**src/rtl/wdogPkg.sv**
```systemverilog
package wdogPkg;
  localparam int NUM_LEVELS = 5;
  localparam int SKIP_W     = 3;
  localparam int PERIOD_W   = 29;
  localparam int LVL_W      = $clog2(NUM_LEVELS + 1);

  localparam logic [2:0] ADDR_RELOAD = 3'd0;
  localparam logic [2:0] ADDR_TSTAT  = 3'd1;
  localparam logic [2:0] ADDR_CFG    = 3'd2;
  localparam logic [2:0] ADDR_WSTAT  = 3'd3;
  localparam logic [2:0] ADDR_CMD    = 3'd4;
  localparam logic [2:0] ADDR_UNLOCK = 3'd5;
  localparam logic [2:0] ADDR_SKIP   = 3'd6;

  localparam logic [31:0] UNLOCK_KEY = 32'h0000_C45A;
  localparam logic [31:0] CFG_MASK   = 32'h0071_F01F;
  localparam logic [31:0] CFG_RESET  = 32'h0070_0000;

  localparam int RLD_EN_BIT   = 31;
  localparam int RLD_AUTO_BIT = 30;
  localparam int PEND_BIT     = 30;
  localparam int CFG_ACT_LSB  = 12;
  localparam int CFG_THR_LSB  = 20;

  typedef logic [NUM_LEVELS-1:0][SKIP_W-1:0] skipArr_t;

  typedef struct packed {
    logic start;
    logic stop;
    logic clrPend;
    logic timerRestart;
  } strobe_t;
endpackage

```
**src/rtl/wdogCtrl.sv**
```systemverilog
module wdogCtrl
  import wdogPkg::*;
(
  input  logic        clk,
  input  logic        rstN,
  input  logic        busWe,
  input  logic [2:0]  busAddr,
  input  logic [31:0] busWdata,
  input  logic        pendQ,
  input  logic        localHit,
  output logic [31:0] busRdata,
  output logic [31:0] reloadQ,
  output logic [31:0] cfgQ,
  output skipArr_t    skipQ,
  output strobe_t     strb,
  output logic        unlockedQ,
  output logic        cfgLocked
);
  logic [31:0] skipRd;
  logic        wrCmd;

  assign cfgLocked = cfgQ[CFG_ACT_LSB];

  always_ff @(posedge clk or negedge rstN) begin
    if (!rstN) begin
      reloadQ   <= '0;
      cfgQ      <= CFG_RESET;
      skipQ     <= '0;
      unlockedQ <= 1'b0;
    end else if (busWe) begin
      unlockedQ <= (busAddr == ADDR_UNLOCK) && (busWdata == UNLOCK_KEY);
      case (busAddr)
        ADDR_RELOAD: reloadQ <= busWdata;
        ADDR_CFG:    if (!cfgLocked) cfgQ <= busWdata & CFG_MASK;
        ADDR_SKIP:   for (int i = 0; i < NUM_LEVELS; i++) skipQ[i] <= busWdata[4*i +: SKIP_W];
        default: ;
      endcase
    end
  end

  always_comb begin
    wrCmd             = busWe && (busAddr == ADDR_CMD);
    strb.stop         = wrCmd && busWdata[1] && unlockedQ;
    strb.start        = wrCmd && busWdata[0] && !strb.stop;
    strb.clrPend      = busWe && (busAddr == ADDR_TSTAT) && busWdata[PEND_BIT];
    strb.timerRestart = (busWe && (busAddr == ADDR_RELOAD)) || strb.start;
  end

  generate
    for (genvar i = 0; i < NUM_LEVELS; i++) begin : gSkipRd
      assign skipRd[4*i +: 4] = {1'b0, skipQ[i]};
    end
    if (4 * NUM_LEVELS < 32) begin : gSkipPad
      assign skipRd[31:4*NUM_LEVELS] = '0;
    end
  endgenerate

  always_comb begin
    case (busAddr)
      ADDR_RELOAD: busRdata = reloadQ;
      ADDR_TSTAT:  busRdata = {1'b0, pendQ, 30'd0};
      ADDR_CFG:    busRdata = cfgQ;
      ADDR_WSTAT:  busRdata = {30'd0, localHit, 1'b0};
      ADDR_SKIP:   busRdata = skipRd;
      default:     busRdata = '0;
    endcase
  end
endmodule

```
**src/rtl/wdogDatapath.sv**
```systemverilog
module wdogDatapath
  import wdogPkg::*;
#(
  parameter int CLKS_PER_US = 50
) (
  input  logic                  clk,
  input  logic                  rstN,
  input  strobe_t               strb,
  input  logic [31:0]           reloadQ,
  input  logic [NUM_LEVELS-1:0] actEn,
  input  logic [2:0]            errThresh,
  input  skipArr_t              skipQ,
  output logic                  pendQ,
  output logic                  runQ,
  output logic [LVL_W-1:0]      levelQ,
  output logic [NUM_LEVELS-1:0] firedQ,
  output logic [NUM_LEVELS-1:0] actOut,
  output logic                  errOut
);
  localparam int PRE_W = (CLKS_PER_US > 1) ? $clog2(CLKS_PER_US) : 1;
  localparam logic [PRE_W-1:0] PRE_LAST = PRE_W'(CLKS_PER_US - 1);
  localparam int SUM_W = LVL_W + 1;
  localparam logic [SUM_W-1:0] LVL_MAX_S = SUM_W'(NUM_LEVELS);
  localparam logic [LVL_W-1:0] LVL_MAX = LVL_W'(NUM_LEVELS);

  logic [PRE_W-1:0]    preQ;
  logic [PERIOD_W-1:0] tcntQ, period;
  logic                spentQ, timerActive, usTick, expire;
  logic [SKIP_W-1:0]   curSkip;
  logic [SUM_W-1:0]    levelSum;
  logic [LVL_W-1:0]    nextLevel;
  logic [NUM_LEVELS-1:0] firedNext;

  assign period      = reloadQ[PERIOD_W-1:0];
  assign timerActive = reloadQ[RLD_EN_BIT] && (period != '0) && !spentQ;
  assign usTick      = timerActive && (preQ == PRE_LAST);
  assign expire      = usTick && (tcntQ >= period - 1'b1);

  always_comb begin
    curSkip   = '0;
    firedNext = firedQ;
    for (int i = 0; i < NUM_LEVELS; i++) begin
      if (levelQ == LVL_W'(i)) begin
        curSkip      = skipQ[i];
        firedNext[i] = 1'b1;
      end
    end
    levelSum  = {1'b0, levelQ} + SUM_W'(1) + SUM_W'(curSkip);
    nextLevel = (levelSum >= LVL_MAX_S) ? LVL_MAX : levelSum[LVL_W-1:0];
  end

  always_ff @(posedge clk or negedge rstN) begin
    if (!rstN) begin
      preQ   <= '0;
      tcntQ  <= '0;
      spentQ <= 1'b0;
      pendQ  <= 1'b0;
    end else begin
      if (strb.timerRestart || !timerActive || usTick) preQ <= '0;
      else preQ <= preQ + 1'b1;
      if (strb.timerRestart || expire) tcntQ <= '0;
      else if (usTick) tcntQ <= tcntQ + 1'b1;
      if (strb.timerRestart) spentQ <= 1'b0;
      else if (expire && !reloadQ[RLD_AUTO_BIT]) spentQ <= 1'b1;
      if (expire) pendQ <= 1'b1;
      else if (strb.clrPend) pendQ <= 1'b0;
    end
  end

  always_ff @(posedge clk or negedge rstN) begin
    if (!rstN) begin
      runQ   <= 1'b0;
      levelQ <= '0;
      firedQ <= '0;
    end else if (strb.start || strb.stop) begin
      runQ   <= strb.start;
      levelQ <= '0;
      firedQ <= '0;
    end else if (runQ && expire && (levelQ < LVL_MAX)) begin
      levelQ <= nextLevel;
      firedQ <= firedNext;
    end
  end

  assign actOut = firedQ & actEn;
  assign errOut = levelQ >= errThresh;
endmodule

```
**src/rtl/wdogTop.sv**
```systemverilog
module wdogTop
  import wdogPkg::*;
#(
  parameter int CLKS_PER_US = 50
) (
  input  logic        clk,
  input  logic        rstN,
  input  logic        busWe,
  input  logic [2:0]  busAddr,
  input  logic [31:0] busWdata,
  output logic [31:0] busRdata,
  output logic        irqLocal,
  output logic        irqFast,
  output logic        irqRemote,
  output logic        rstDebug,
  output logic        rstPor,
  output logic        errOut
);
  strobe_t               strb;
  skipArr_t              skipQ;
  logic [31:0]           reloadQ, cfgQ;
  logic                  pendQ, runQ, unlockedQ, cfgLocked;
  logic [LVL_W-1:0]      levelQ;
  logic [NUM_LEVELS-1:0] firedQ, actOut;

  wdogCtrl uCtrl (
    .clk(clk), .rstN(rstN), .busWe(busWe), .busAddr(busAddr), .busWdata(busWdata),
    .pendQ(pendQ), .localHit(firedQ[0]), .busRdata(busRdata), .reloadQ(reloadQ),
    .cfgQ(cfgQ), .skipQ(skipQ), .strb(strb), .unlockedQ(unlockedQ), .cfgLocked(cfgLocked)
  );

  wdogDatapath #(.CLKS_PER_US(CLKS_PER_US)) uDp (
    .clk(clk), .rstN(rstN), .strb(strb), .reloadQ(reloadQ),
    .actEn(cfgQ[CFG_ACT_LSB +: NUM_LEVELS]), .errThresh(cfgQ[CFG_THR_LSB +: 3]),
    .skipQ(skipQ), .pendQ(pendQ), .runQ(runQ), .levelQ(levelQ), .firedQ(firedQ),
    .actOut(actOut), .errOut(errOut)
  );

  assign {rstPor, rstDebug, irqRemote, irqFast, irqLocal} = actOut;
endmodule

```
**config.mk**
```make
export PLATFORM = sky130hd
export DESIGN_NAME = wdogTop
export DESIGN_NICKNAME = d
export VERILOG_FILES = /design/src/rtl/wdogPkg.sv /design/src/rtl/wdogCtrl.sv /design/src/rtl/wdogDatapath.sv /design/src/rtl/wdogTop.sv
export SDC_FILE = /design/constraint.sdc
export NUM_CORES = 1
export LEC_CHECK = 0
export ABC_AREA = 1
export CAP_MARGIN = 20
export CELL_PAD_IN_SITES_DETAIL_PLACEMENT = 0
export CELL_PAD_IN_SITES_GLOBAL_PLACEMENT = 1
export CORE_MARGIN = 2
export CORE_UTILIZATION = 53
export CTS_BUF_LIST = sky130_fd_sc_hd__clkbuf_4 sky130_fd_sc_hd__clkbuf_8
export DETAILED_ROUTE_END_ITERATION = 10
export DONT_BUFFER_PORTS = 1
export GPL_TIMING_DRIVEN = 1
export PLACE_DENSITY_LB_ADDON = 0.1
export SYNTH_ARGS = -nofsm -noshare
export SYNTH_HDL_FRONTEND = slang
export SYNTH_HIERARCHICAL = 1
export SYNTH_SLANG_ARGS = --single-unit
```
**constraint.sdc**
```tcl
create_clock -name clk -period 4.9 [get_ports clk]
set_input_delay 0 -clock clk [delete_from_list [all_inputs] [get_ports clk]]
set_output_delay 0 -clock clk [all_outputs]
set_load 0.02 [all_outputs]
```
==> metrics.md, run 1 <==
| Metric | Value |
|---|---|
| Hold_sp | busAddr[2] |
| Final setup margin | 0.828 ns |
| Most used routing layer | met2 |
| R2R depth | 22 |
| CP Class | flop to flop |
| CTS Root Cell | clkbuf_8 |
| Design area | around 8400 um2 |
| Fin Clk Skew | about 0.020 ns |
| M1 GR Usage | between 40% and 50% |
| RSZ-0062 raised after global routing | no |
| Placed insts | between 1000 and 1500 |
| Most used cell, CP | nand2_1 |
| Final Max Tran Viols | 0 |
| Initial drt markers | between 300 and 400 |
| Max-Cap Viols | 0 |
| Endpoint class of the critical path | flop |
| Final period util | between 80% and 90% |
| Drt total wl | about 21000 um |
| DRC viols | 0 |
| Initial antenna violation count | 1 |
| Share of layout cells above drive strength 1 | ~8.5% |
| GR Util met3 | around 5.3% |
| First-pass GRT wire length | 33100 um |
| Synth Area per Inst | 7.34 um2 |
| Largest net degree at the start of global routing | ~110 |
| WP data arrival | ~4.4 ns |
| Number of warnings issued by yosys | 6 |
| Status | finished clean |
| Multi-input logic area | slightly above 4000 um2 |
| Final setup viols | 0 |
| Die ar. | between 15000 and 20000 um2 |
| Vias | around 6700 |
| CP Max Fanout | 29 |
| Die Y | roughly 120 um |
| Worst Tran Pin Value | about 0.99 ns |
| Crit-path cells | inv_1, ha_1, nand2_1, nor2_1, nand3_1, inv_1, nand4_1, nor3b_2, nand2_1, xor2_1, ha_1, nand2_1, nor2_1, nand2_1, nor2_1, nand2_1, nand2_1, nor2_1, nand2_1, nand2_2, nand2_1, o21ai_0 |
| Die span in x | about 120 um |
| Setup TNS | 0 ns |
| Post-CTS Setup Bufs | 0 |
| Drt wl/cell | between 15 and 20 um |
| Layout Nets | roughly 1100 |
| Fmax | approximately 250 MHz |
| Pwr per Cell Area | around 300 nW/um2 |
| Hold Fails Final Rpt | 0 |
| Core area | roughly 14000 um2 |
| Synth Instances | 1035 |
| DP HPWL | 14900 um |
| Rel. slew slack | ~34% |
| Worst hold path type | input port to flop |
| Total track usage | 28.3% |
| R2R Setup Slk | between 0.8 and 0.9 ns |
| CTS Sinks | around 110 |
| Port-buffer cells | 0 |
| Worst hold endpoint | uDp/pendQ$_DFFE_PN0P_ |
| Initial Utilization | approximately 55% |
| Worst r2r src | uCtrl/reloadQ[0]$_DFFE_PN0P_ |
| RR Endpoint | uDp/tcntQ[1]$_DFFE_PN0P_ |
| Critical Path RT | 5.18 ns |
| Post-CTS sizing | 0 |
| CP max-delay cell | nand2_2 |
| Syn_nets | roughly 1100 |
| Leak | ~4.3 nW |
| Placed cell area | between 7000 and 8000 um2 |
| Skew-Pair Late Insertion Delay | slightly below 0.4 ns |
| Vias in the first global route | 6243 |
| CTS clk-pin slew, worst paths | 0.11 ns |
| Cell area after synthesis | 7590 um2 |
| Detail Route Antenna Nets | 0 |
| Crit start category | flop |
| Maximum vdd drop | roughly 0.00019 V |
| Antenna diodes | 0 |
| Setup WS pre-CTS | between 0.8 and 0.9 ns |
| Area growth from synthesis to layout | 10.1% |
| Row count | 43 |
| CTS tree | done |
| Fill count | between 1000 and 1500 |
| Routability cong. | 0.882 |
| GRT overflow | 0 |
| Min cycle time layout | 4.07 ns |
| Vias/cell | ~5.3 |
| M2 GR Usage | between 40% and 50% |
| IO Pins | 76 |
| Total CTS buffers | 9 |
| Non-Filler Instances | approximately 1300 |
| FF/Latch Area | ~2700 um2 |
| CP max stage delay | 0.43 ns |
| Pre-antenna DRT Iters | 5 |
| H-tree depth | 3 |
| Clock tree buffer depth | 2 |
| Hold slack | 0.0250 ns |
| WHS Path Cells | 4 |
[timing repair]
item	4_1_cts	5_1_grt
hold buffers	49	1
endpoints found under the setup margin	0	0
hold endpoints to repair	171	2
[worst max path at each step]
stage	cells after the start	startpoint	slack, ns	end
after floorplan	24	uCtrl/reloadQ[0]$_DFFE_PN0P_	1.64	uDp/tcntQ[16]$_DFFE_PN0P_
after global placement	22	uCtrl/reloadQ[0]$_DFFE_PN0P_	1.06	uDp/tcntQ[1]$_DFFE_PN0P_
after detailed placement	22	uCtrl/reloadQ[0]$_DFFE_PN0P_	0.87	uDp/tcntQ[1]$_DFFE_PN0P_
after CTS	22	uCtrl/reloadQ[0]$_DFFE_PN0P_	0.86	uDp/tcntQ[19]$_DFFE_PN0P_
after global routing	22	uCtrl/reloadQ[0]$_DFFE_PN0P_	0.47	uDp/tcntQ[16]$_DFFE_PN0P_
final	22	uCtrl/reloadQ[0]$_DFFE_PN0P_	0.83	uDp/tcntQ[1]$_DFFE_PN0P_
[worst max-delay path: cells and delay by family (launching register included)]
family	cells	cell delay [ns]
and+or+nand+nor	16	2.48
adders and majority gates	2	0.49
AOI/OAI and AO/OA	1	0.09
buffers and inverters	2	0.31
xor gates and xnor gates	1	0.15
DFF	1	0.40
[layout make-up]
cell class | instances | area share [%]
flip-flops and latches | 107 | 32.1
clock buffers | 10 | 1.65
well taps | 180 | 2.69
multi-input cells | 751 | 49.3
inverters | 146 | 6.55
clock inverters | 6 | 0.972
repair buffers | 54 | 6.79
[cell usage in the layout, fill, tap and decap left out, types with 12 or more instances in the layout]
| cell type | instances |
|---|---|
| nand2_1 | 303 |
| xor2_1 | 39 |
| inv_1 | 143 |
| a22o_1 | 12 |
| xnor2_1 | 15 |
| dfrtp_1 | 104 |
| ha_1 | 40 |
| o21ai_2 | 26 |
| nand3_1 | 38 |
| nor2_1 | 117 |
| nand4_1 | 41 |
| dlygate4sd3_1 | 49 |
| nor3_1 | 16 |
| a21oi_1 | 26 |
| o21ai_1 | 22 |
[power breakdown]
| group | switching [mW] | internal [mW] | total, mW |
|---|---|---|---|
| Combinational | 0.487 | 0.295 | 0.783 |
| Sequential | 0.144 | 0.985 | 1.13 |
| Clock | 0.344 | 0.262 | 0.605 |
[sequential cells by signal, summed over array words and instances, names as in the netlist]
register         flops
uCtrl/reloadQ       32
uDp/tcntQ           29
uCtrl/skipQ         15
uCtrl/cfgQ          13
uDp/preQ             6
uDp/firedQ           5
uDp/levelQ           3
uCtrl/unlockedQ      1
uDp/pendQ            1
uDp/runQ             1
uDp/spentQ           1
[stage by stage]
stage / total power [mW] / util, %
final: 2.52 / 60.0
after global routing: 2.69 / 60.0
after CTS: 2.52 / 59.7
after detailed placement: 1.87 / 54.5
after global placement: 1.85 / 54.5
after floorplan: 1.69 / -
[metal layers]
layer  wire, um  part of all wire (%)
met1      10200                    50
met2       8800                    43
met3       1260                   6.1
met4        295                   1.4
met5         13                 0.063
No activity file was read; power rests on OpenSTA's default activity.
==> inputs of run 2 (changes only) <==
- CORE_UTILIZATION: 53 -> 44
- clock period: 4.9 -> 3.5 ns (I/O delays scaled with it)
==> metrics.md, run 2 (synthesis results as in run 1) <==
| Metric | Value |
|---|---|
| Status | finished clean |
| Crit start category | flop |
| Initial drt markers | 381 (-0.26%) |
| Clock tree buffer depth | 2 (unchanged) |
| Die Y | 135 um (+9.4%) |
| Total track usage | 25.4% (-2.9 points) |
| CTS clk-pin slew, worst paths | 0.12 ns (about the same) |
| Fin Clk Skew | 0.0153 ns (-0.00451 ns) |
| Leak | 4.42 nW (+2.9%) |
| Fmax | 306 MHz (+25%) |
| Worst hold path type | input port to flop |
| GRT overflow | 0 (unchanged) |
| Largest register FFs | 32 (unchanged) |
| CP Class | flop to flop |
| Top Registers | uCtrl/reloadQ: 32 flops, uDp/tcntQ: 29 flops, uCtrl/skipQ: 15 flops |
| Vias/cell | 5.08 (-4.6%) |
| Largest net degree at the start of global routing | 108 (unchanged) |
| WP data arrival | 3.60 ns (-0.75 ns) |
| Multi-input logic area | 4200 um2 (+1.9%) |
| CP Max Fanout | 8 (-72%) |
| Max-Cap Viols | 0 (unchanged) |
| Row count | 48 (+12%) |
| Drt total wl | 22700 um (+10%) |
| Vias | 6700 (+0.37%) |
| Hold Fails Final Rpt | 0 (unchanged) |
| Antenna diodes | 0 (unchanged) |
| Port-buffer cells | 0 (unchanged) |
| CTS tree | done |
| Buf/Inv on CP | 4 (+2) |
| Pwr per Cell Area | 409 nW/um2 (+36%) |
| Skew-Pair Late Insertion Delay | 0.40 ns (about the same) |
| FF/Latch Area | 2680 um2 (about the same) |
| Placed cell area | 7760 um2 (+2.1%) |
| Setup TNS | 0 ns (unchanged) |
| Final setup viols | 0 (unchanged) |
| Maximum vdd drop | 0.000252 V (+31%) |
| CP max stage delay | 0.43 ns (about the same) |
| Die ar. | 18300 um2 (+20%) |
| Commonest non-fill, non-tap cell in the layout | nand2_1 |
| Worst Tran Pin Value | 0.845 ns (-0.150 ns) |
| Detail Route Antenna Nets | 0 (unchanged) |
| Drt wl/cell | 17.2 um (+4.8%) |
| Min cycle time layout | 3.26 ns (-0.808 ns) |
| DRC viols | 0 (unchanged) |
| CP delay by family, top | simple AND/OR/NAND/NOR gates |
| Total CTS buffers | 9 (unchanged) |
| Fill count | 1774 (+31%) |
| Total power | 3.54 mW (+41%) |
| Critical Path RT | 3.83 ns (-1.35 ns) |
| CP max-delay cell | dfrtp_1 |
| IO Pins | 76 (unchanged) |
| Vias in the first global route | 6292 (+0.78%) |
| First-pass GRT wire length | 35500 um (+7.5%) |
| Core area | 17100 um2 (+22%) |
| Rel. slew slack | 43.5% (+9.9 points) |
| Pre-antenna DRT Iters | 5 (unchanged) |
| Endpoint class of the critical path | flop |
| Initial Utilization | 44.5% (-10 points) |
| RSZ-0062 raised after global routing | no |
| CTS Sinks | 107 (unchanged) |
| Final period util | 93.3% (+10 points) |
| Routability cong. | 0.863 (-2.1%) |
| Area growth from synthesis to layout | 14.1% |
| CTS Root Cell | clkbuf_8 |
| Most used cell, CP | nand2_1 |
| Design area | 8660 um2 (+3.6%) |
| Initial antenna violation count | 0 (-1) |
| Final setup margin | 0.236 ns (-0.592 ns) |
| Final Max Tran Viols | 0 (unchanged) |
| Crit-path cells | inv_2, ha_4, nand2_1, nor2_4, nand3_2, inv_2, nand4_1, nor3b_2, nand2_1, xor2_1, ha_1, nand2_1, nor2_2, buf_4, a21oi_2, nand2_1, nor2_1, nand2_2, nand2_4, buf_12, nand2_1, o21ai_1 |
| Die span in x | 135 um (+9.4%) |
| Biggest register | uCtrl/reloadQ |
| Setup WS pre-CTS | 0.0253 ns (-0.844 ns) |
| Share of layout cells above drive strength 1 | 12.3% (+3.9 points) |
| Layout Nets | 1168 (+1.7%) |
| H-tree depth | 3 (unchanged) |
| DP HPWL | 16600 um (+11%) |
| Hold slack | 0.0444 ns (+0.0193 ns) |
| Most frequent cells in the layout | nand2_1 (300), inv_1 (140), nor2_1 (110), dfrtp_1 (103), dlygate4sd3_1 (46) |
run 2: cell types whose count changed in the layout (fill, tap and decap cells not counted), moves of 3 or more:
cell and change:
nor2_1 -7, nand3_2 +3, buf_4 +19, nor2_2 +6, inv_2 +3, dlygate4sd3_1 -3
nand2_1 -3, nand3_1 -3, inv_1 -3
run 2: routing by layer:
layer	track usage (%)	share of wire (%)	wire length, um	up-vias
met2	38.7	44	10000	168
met3	4.41	4.9	1110	24
met4	6.25	1.7	385	0
li1	-	-	-	3382
met5	0	0	0	-
met1	37.6	49	11200	3126
run 2: layout make-up:
cell class | count | share of cell area, %
multi-input combinational | 751 | 48.5
inverter | 146 | 6.32
clock buffer | 10 | 1.52
sequential | 107 | 31.0
timing repair buffer | 74 | 8.79
tap | 225 | 3.25
clock inverter | 6 | 0.679
run 2: worst paths after layout:
check	start	endpoint	depth (start not counted)	slack [ns]
max in group asynchronous	rstN	uCtrl/skipQ[7]$_DFFE_PN0P_	2	2.86
setup / recovery	uCtrl/reloadQ[1]$_DFFE_PN0P_	uDp/tcntQ[1]$_DFFE_PN0P_	22	0.24
setup reg to reg	uCtrl/reloadQ[1]$_DFFE_PN0P_	uDp/tcntQ[1]$_DFFE_PN0P_	22	0.24
hold reg to reg	uDp/preQ[0]$_DFF_PN0_	uDp/preQ[0]$_DFF_PN0_	1	0.50
hold / removal	busAddr[2]	uDp/runQ$_DFFE_PN0N_	5	0.04
min in group asynchronous	rstN	uDp/preQ[2]$_DFF_PN0_	2	0.17
run 2: where the power goes:
part	switching (mW)	internal, mW
clock network	0.499	0.283
registers	0.193	1.38
logic	0.733	0.453
total	1.43	2.12
run 2: worst min-delay path, cell delays in order:
cell and delay [ns]:
nand2_1 0.04, inv_1 0.04, nand2_1 0.12, nor2_1 0.08, o21bai_1 0.13
run 2: repair_timing:
item	4_1_cts	5_1_grt
hold endpoints to repair	171	0
setup endpoints to repair	0	39
hold buffers	47	0
gates resized for setup	0	25
setup buffers	0	8
run 2: through the flow:
step	std cells	utilization [%]
floorplan	1035	-
finish	1319	50.8
global placement	1244	45.5
detailed placement	1244	45.5
CTS	1307	49.5
global route	1319	50.8
